## src/rtl/bvs_pkg.sv

```systemverilog
package bvs_pkg;

    typedef enum logic [2:0] {
        ST_IDLE,
        ST_QUALIFY,
        ST_HELD,
        ST_FETCH,
        ST_RUN
    } bvs_state_e;

endpackage

```

## src/rtl/bvs_lowtime.sv

```systemverilog
module bvs_lowtime #(
    parameter int unsigned RST_MIN_CYC = 10
) (
    input  logic clk_i,
    input  logic por_ni,
    input  logic rst_ni,
    output logic qual_o
);
    localparam int unsigned CNT_W = $clog2(RST_MIN_CYC + 1);
    localparam logic [CNT_W-1:0] CNT_TOP = CNT_W'(RST_MIN_CYC);

    typedef struct packed {
        logic [CNT_W-1:0] cnt;
    } lt_s;

    lt_s lt_d, lt_q;

    always_comb begin
        lt_d = lt_q;
        if (rst_ni) begin
            lt_d.cnt = '0;
        end else if (lt_q.cnt != CNT_TOP) begin
            lt_d.cnt = lt_q.cnt + 1'b1;
        end
    end

    always_ff @(posedge clk_i or negedge por_ni) begin
        if (!por_ni) begin
            lt_q <= '0;
        end else begin
            lt_q <= lt_d;
        end
    end

    assign qual_o = (lt_q.cnt == CNT_TOP);


    cnt_cap_chk: assert property (@(posedge clk_i) disable iff (!por_ni)
        lt_q.cnt <= CNT_TOP);


    high_clears_chk: assert property (@(posedge clk_i) disable iff (!por_ni)
        rst_ni |=> (lt_q.cnt == '0) && !qual_o);


    count_needs_low_chk: assert property (@(posedge clk_i) disable iff (!por_ni)
        (lt_q.cnt != '0) |-> $past(!rst_ni));

endmodule

```

## src/rtl/bvs_initregs.sv

```systemverilog
module bvs_initregs #(
    parameter int unsigned          SP_W       = 24,
    parameter logic [SP_W-1:0]      SP_INIT    = 'h000100,
    parameter int unsigned          IMASK_W    = 3,
    parameter int unsigned          BANK_W     = 3,
    parameter int unsigned          GEAR_W     = 3,
    parameter logic [GEAR_W-1:0]    GEAR_INIT  = 'd4
) (
    input  logic               clk_i,
    input  logic               por_ni,
    input  logic               qual_i,
    output logic [SP_W-1:0]    sp_o,
    output logic [IMASK_W-1:0] imask_o,
    output logic               mode_o,
    output logic [BANK_W-1:0]  bank_o,
    output logic [GEAR_W-1:0]  gear_o
);
    typedef struct packed {
        logic [SP_W-1:0]    sp;
        logic [IMASK_W-1:0] imask;
        logic               mode;
        logic [BANK_W-1:0]  bank;
        logic [GEAR_W-1:0]  gear;
    } init_s;

    localparam init_s START_VAL = '{
        sp:    SP_INIT,
        imask: {IMASK_W{1'b1}},
        mode:  1'b1,
        bank:  '0,
        gear:  GEAR_INIT
    };

    init_s ir_d, ir_q;

    always_comb begin
        ir_d = ir_q;
        if (qual_i) begin
            ir_d = START_VAL;
        end
    end

    always_ff @(posedge clk_i or negedge por_ni) begin
        if (!por_ni) begin
            ir_q <= START_VAL;
        end else begin
            ir_q <= ir_d;
        end
    end

    assign sp_o    = ir_q.sp;
    assign imask_o = ir_q.imask;
    assign mode_o  = ir_q.mode;
    assign bank_o  = ir_q.bank;
    assign gear_o  = ir_q.gear;


    sp_load_chk: assert property (@(posedge clk_i) disable iff (!por_ni)
        qual_i |=> (sp_o == SP_INIT) && (imask_o == {IMASK_W{1'b1}}) && mode_o && (bank_o == '0));


    gear_load_chk: assert property (@(posedge clk_i) disable iff (!por_ni)
        qual_i |=> (gear_o == GEAR_INIT));

endmodule

```

## src/rtl/bvs_fetch.sv

```systemverilog
module bvs_fetch
    import bvs_pkg::*;
#(
    parameter int unsigned         ADDR_W   = 24,
    parameter int unsigned         DATA_W   = 8,
    parameter logic [ADDR_W-1:0]   VEC_BASE = 'hFFFF00
) (
    input  logic              clk_i,
    input  logic              por_ni,
    input  logic              rst_ni,
    input  logic              qual_i,
    output logic              mem_req_o,
    output logic [ADDR_W-1:0] mem_addr_o,
    input  logic [DATA_W-1:0] mem_rdata_i,
    input  logic              mem_rdy_i,
    output logic [ADDR_W-1:0] pc_o,
    output logic              start_o,
    output logic              core_hold_o
);
    localparam int unsigned NBYTES = ADDR_W / DATA_W;
    localparam int unsigned IDX_W  = (NBYTES > 1) ? $clog2(NBYTES) : 1;
    localparam logic [IDX_W-1:0]  IDX_LAST  = IDX_W'(NBYTES - 1);
    localparam logic [ADDR_W-1:0] ADDR_LAST = VEC_BASE + ADDR_W'(NBYTES - 1);

    typedef struct packed {
        bvs_state_e        state;
        logic [IDX_W-1:0]  idx;
        logic [ADDR_W-1:0] pc;
        logic              start;
    } fetch_s;

    fetch_s fs_d, fs_q;

    always_comb begin
        fs_d       = fs_q;
        fs_d.start = 1'b0;
        case (fs_q.state)
            ST_IDLE: begin
                if (!rst_ni) fs_d.state = ST_QUALIFY;
            end
            ST_QUALIFY: begin
                if (rst_ni) fs_d.state = ST_IDLE;
            end
            ST_FETCH: begin
                if (mem_rdy_i) begin
                    for (int b = 0; b < NBYTES; b++) begin
                        if (fs_q.idx == IDX_W'(b)) begin
                            fs_d.pc[b*DATA_W +: DATA_W] = mem_rdata_i;
                        end
                    end
                    if (fs_q.idx == IDX_LAST) begin
                        fs_d.state = ST_RUN;
                        fs_d.idx   = '0;
                        fs_d.start = 1'b1;
                    end else begin
                        fs_d.idx = fs_q.idx + 1'b1;
                    end
                end
            end
            default: ;
        endcase
        // an accepted reset overrides whatever the sequence was doing
        if (qual_i) begin
            fs_d.state = rst_ni ? ST_FETCH : ST_HELD;
            fs_d.idx   = '0;
            fs_d.start = 1'b0;
        end
    end

    always_ff @(posedge clk_i or negedge por_ni) begin
        if (!por_ni) begin
            fs_q <= '{state: ST_IDLE, idx: '0, pc: '0, start: 1'b0};
        end else begin
            fs_q <= fs_d;
        end
    end

    assign mem_req_o   = (fs_q.state == ST_FETCH);
    assign mem_addr_o  = VEC_BASE + ADDR_W'(fs_q.idx);
    assign pc_o        = fs_q.pc;
    assign start_o     = fs_q.start;
    assign core_hold_o = (fs_q.state != ST_RUN);


    addr_hold_chk: assert property (@(posedge clk_i) disable iff (!por_ni)
        (mem_req_o && !mem_rdy_i && !qual_i) |=> mem_req_o && $stable(mem_addr_o));


    addr_step_chk: assert property (@(posedge clk_i) disable iff (!por_ni)
        (mem_req_o && mem_rdy_i && !qual_i && (mem_addr_o != ADDR_LAST))
            |=> mem_req_o && (mem_addr_o == $past(mem_addr_o) + 1'b1));


    start_single_chk: assert property (@(posedge clk_i) disable iff (!por_ni)
        start_o |=> !start_o);


    start_after_last_chk: assert property (@(posedge clk_i) disable iff (!por_ni)
        start_o |-> !core_hold_o && $past(mem_req_o && mem_rdy_i && (mem_addr_o == ADDR_LAST)));


    held_idle_bus_chk: assert property (@(posedge clk_i) disable iff (!por_ni)
        (qual_i && !rst_ni) |=> core_hold_o && !mem_req_o && !start_o);


    restart_base_chk: assert property (@(posedge clk_i) disable iff (!por_ni)
        (qual_i && rst_ni) |=> mem_req_o && (mem_addr_o == VEC_BASE));

endmodule

```

## src/rtl/boot_vector_seq.sv

```systemverilog
module boot_vector_seq #(
    parameter int unsigned RST_MIN_CYC = 10,
    parameter int unsigned ADDR_W      = 24,
    parameter int unsigned DATA_W      = 8,
    parameter int unsigned GEAR_W      = 3
) (
    input  logic              clk_i,
    input  logic              por_ni,
    input  logic              rst_ni,
    output logic              mem_req_o,
    output logic [ADDR_W-1:0] mem_addr_o,
    input  logic [DATA_W-1:0] mem_rdata_i,
    input  logic              mem_rdy_i,
    output logic [ADDR_W-1:0] pc_o,
    output logic              start_o,
    output logic              core_hold_o,
    output logic [ADDR_W-1:0] sp_o,
    output logic [2:0]        imask_o,
    output logic              mode_o,
    output logic [2:0]        bank_o,
    output logic [GEAR_W-1:0] gear_o
);
    localparam logic [ADDR_W-1:0] VEC_BASE  = ADDR_W'(24'hFFFF00);
    localparam logic [ADDR_W-1:0] SP_START  = ADDR_W'(24'h000100);
    localparam logic [GEAR_W-1:0] GEAR_D16  = GEAR_W'(4);

    logic qual;

    bvs_lowtime #(
        .RST_MIN_CYC(RST_MIN_CYC)
    ) u_lowtime (
        .clk_i  (clk_i),
        .por_ni (por_ni),
        .rst_ni (rst_ni),
        .qual_o (qual)
    );

    bvs_fetch #(
        .ADDR_W   (ADDR_W),
        .DATA_W   (DATA_W),
        .VEC_BASE (VEC_BASE)
    ) u_fetch (
        .clk_i       (clk_i),
        .por_ni      (por_ni),
        .rst_ni      (rst_ni),
        .qual_i      (qual),
        .mem_req_o   (mem_req_o),
        .mem_addr_o  (mem_addr_o),
        .mem_rdata_i (mem_rdata_i),
        .mem_rdy_i   (mem_rdy_i),
        .pc_o        (pc_o),
        .start_o     (start_o),
        .core_hold_o (core_hold_o)
    );

    bvs_initregs #(
        .SP_W      (ADDR_W),
        .SP_INIT   (SP_START),
        .IMASK_W   (3),
        .BANK_W    (3),
        .GEAR_W    (GEAR_W),
        .GEAR_INIT (GEAR_D16)
    ) u_initregs (
        .clk_i   (clk_i),
        .por_ni  (por_ni),
        .qual_i  (qual),
        .sp_o    (sp_o),
        .imask_o (imask_o),
        .mode_o  (mode_o),
        .bank_o  (bank_o),
        .gear_o  (gear_o)
    );

endmodule

```

## config.mk

```make
export PLATFORM = sky130hd
export DESIGN_NAME = boot_vector_seq
export DESIGN_NICKNAME = d
export VERILOG_FILES = /design/src/rtl/bvs_pkg.sv /design/src/rtl/bvs_lowtime.sv /design/src/rtl/bvs_initregs.sv /design/src/rtl/bvs_fetch.sv /design/src/rtl/boot_vector_seq.sv
export SDC_FILE = /design/constraint.sdc
export NUM_CORES = 1
export LEC_CHECK = 0
export BUFFER_PORTS_ARGS = -buffer_cell sky130_fd_sc_hd__buf_2
export CAP_MARGIN = 20
export CORE_UTILIZATION = 46
export DETAILED_ROUTE_END_ITERATION = 10
export PLACE_DENSITY = 0.83
export RECOVER_POWER = 25
export SLEW_MARGIN = 20
export SYNTH_ARGS = -nofsm -noshare
export SYNTH_HDL_FRONTEND = slang
export SYNTH_SLANG_ARGS = --single-unit
```

## constraint.sdc

```tcl
create_clock -name clk_i -period 2.3 [get_ports clk_i]
set_clock_uncertainty 0.1 [all_clocks]
set_input_delay 0 -clock clk_i [delete_from_list [all_inputs] [get_ports clk_i]]
set_output_delay 0 -clock clk_i [all_outputs]
set_load 0.01 [all_outputs]
```

==> impl_metrics.json <==
{
  "die-area_um2": 4710,
  "total_power_mw": 2.19,
  "synth_top_family_by_area": "buffers and inverters",
  "track_usage_pct": 13.9,
  "row_count": 23,
  "synthXorXnorAreaFrac_pct": 1.29,
  "fin_area_um2": 2040,
  "routedWlPerCell_um": 11.4,
  "grt_pass1_vias": 976,
  "ir_drop_mv": 0.369,
  "fin_cells": 261,
  "syn_avg_cell_area_um2": 11.2,
  "startpoint_type": "flop",
  "synth-simple-area-share_pct": 7.28,
  "core_um2": 4140,
  "pin_count": 97,
  "cts_tree": "yes",
  "finalSetupViolations": 0,
  "die_h_um": 68.7,
  "netlist_instances": 182,
  "cts_resized": 0,
  "fin_nets": 225,
  "cp.required_ns": 2.37,
  "cts_sinks": 34,
  "place_area_um2": 1880,
  "crit_fanout": 9,
  "clk_latency_ns": 0.28,
  "die_w_um": 68.7,
  "clk_pin_slew_worst_paths_ns": 0.07,
  "most-common-layout-cells": "56 x conb_1, 34 x dfrtp_1, 24 x clkbuf_1",
  "slew_viol_final": 0,
  "drt-vias-per-instance": 4.24,
  "crit_type": "reg -> reg",
  "ys_seq_area_share_pct": 41.6,
  "numCtsBuffers": 5,
  "hold_path.class": "in -> async",
  "hpwl_um": 2140,
  "status": "completed",
  "ys_ff_latch": 34,
  "muxShareOfSynthArea_pct": 14.7,
  "place_inst": 243,
  "gp_congestion": 0.723,
  "port_buffers": 40,
  "diodes": 0,
  "arrival_ns": 1.92,
  "relSlewSlack_pct": 50.3,
  "cts_buffer_depth": 2,
  "drt_iter0_drc": 20,
  "tightestPinTransition_ns": 0.746,
  "drc": 0,
  "synth_fa_ha_area_share_pct": 1.22,
  "fmax_mhz": 539,
  "initial_utilization_pct": 49.3,
  "rsz0062_at_grt": "no",
  "antenna_found_initial": 0,
  "synth-warning-count": 0,
  "wirelength_um": 2980,
  "vias": 1107,
  "drive_gt1_share_pct": 24.2,
  "synth-compound-area-share_pct": 2.51,
  "synth_top_area_share_pct": 41.6,
  "post-route-period-util_pct": 80.7,
  "finalHoldViolCount": 0,
  "endpoint_kind": "flop",
  "yosysUniqueCellTypes": 27,
  "grt_pass1_wl_um": 4490,
  "whs_ns": 0.217,
  "gr-total-overflow": 0,
  "layout_min_cycle_time_ns": 1.86,
  "fin_setup_tns_ns": 0,
  "ant_nets": 0,
  "grt_max_degree": 35,
  "synth_area_um2": 2040,
  "maxCapViolations": 0,
  "htreeDepth": 2,
  "area_growth_syn_to_layout_pct": -0.122,
  "synth_area_leader_cell": "dfrtp_1",
  "leakage_nw": 1.05,
  "cts_setup_buffers": 0,
  "synth.area.top_cells": "dfrtp_1 42%, buf_4 30%, mux2_2 8.8%",
  "layout_commonest_cell": "conb_1",
  "root_buffer": "clkbuf_8",
  "power_density_nw_per_um2": 1070,
  "drt_first_pass_iters": 3
}
==> metal layers <==
layer,wire length (um),vias up,GRT usage (%),part of all wire [%]
li1,-,513,-,-
met4,63,0,9.38,2.1
met5,0,-,0,0
met1,1290,529,16.3,43
met3,202,6,3.78,6.8
met2,1430,59,22.2,48
==> critical path, cell delays in order, from the launching register on <==
cell	delay (ns)
dfrtp_1	0.44
nand4b_4	0.25
or3_1	0.58
mux2_4	0.38
==> synth_stat cells (all sizes together) <==
| master | count |
|---|---|
| a211oi | 1 |
| a21oi | 2 |
| a31oi | 1 |
| and2 | 1 |
| buf | 83 |
| conb | 2 |
| dfrtp | 34 |
| ha | 2 |
| inv | 2 |
| mux2 | 24 |
| nand2 | 5 |
| nand2b | 1 |
| nand3 | 1 |
| nand3b | 2 |
| nand4b | 1 |
| nor2 | 8 |
| nor3 | 3 |
| nor3b | 1 |
| o21a | 2 |
| o21ai | 1 |
| o21bai | 1 |
| or3 | 1 |
| xnor2 | 2 |
| xor2 | 1 |
==> where the power goes <==
| group | switching, mW | internal, mW | leakage [nW] |
|---|---|---|---|
| clock network | 0.205 | 0.203 | 0.0438 |
| registers | 0.178 | 0.846 | 0.427 |
| logic | 0.367 | 0.393 | 0.575 |
| total | 0.750 | 1.44 | 1.05 |
==> metrics by stage <==
step | util [%] | worst slack (ns)
4_1_cts | 50.0 | 0.442
3_3_place_gp | 45.4 | 0.487
2_1_floorplan | - | 0.667
5_1_grt | 49.3 | 0.381
6_report | 49.3 | 0.445
3_5_place_dp | 45.4 | 0.459
==> flip-flops by register name, indices dropped and copies added, names as in the netlist <==
register and flops:
u_fetch.fs_q 5, u_fetch.pc_o 24, u_fetch.start_o 1, u_lowtime.lt_q 4
==> cell families after synthesis <==
logic type | Yosys count
muxes | 24
adders and majority gates | 2
DFF | 34
other | 2
AOI/OAI and AO/OA | 8
and+or+nand+nor | 24
xor gates and xnor gates | 3
buffers and inverters | 85
==> layout make-up <==
cell class | instances | area, um2
tap | 50 | 62.6
fill | 423 | 2100
sequential | 34 | 851
clock buffer | 5 | 68.8
inverter | 2 | 7.51
multi-input combinational | 117 | 762
clock inverter | 2 | 10.0
timing repair buffer | 51 | 280
==> repair_timing <==
| action | 4_1_cts | 5_1_grt |
|---|---|---|
| hold buffers | 11 | 0 |
| hold endpoints to repair | 65 | 0 |
| endpoints found under the setup margin | 0 | 0 |
==> path summary, 6_finish.rpt <==
| check | cells past startpoint | end | from | slack [ns] |
|---|---|---|---|---|
| worst min-delay path | 2 | u_fetch.pc_o[16] | por_ni | 0.22 |
| max in group asynchronous | 2 | u_fetch.pc_o[4] | por_ni | 1.40 |
| min in group clk_i | 3 | u_lowtime.lt_q[0] | rst_ni | 0.40 |
| worst max-delay path | 3 | u_fetch.pc_o[4] | u_fetch.fs_q[29] | 0.44 |
| worst min register to register | 1 | u_fetch.pc_o[12] | u_fetch.pc_o[12] | 0.41 |
| worst max register to register | 3 | u_fetch.pc_o[4] | u_fetch.fs_q[29] | 0.44 |
Power figures use the tool's default switching activity.
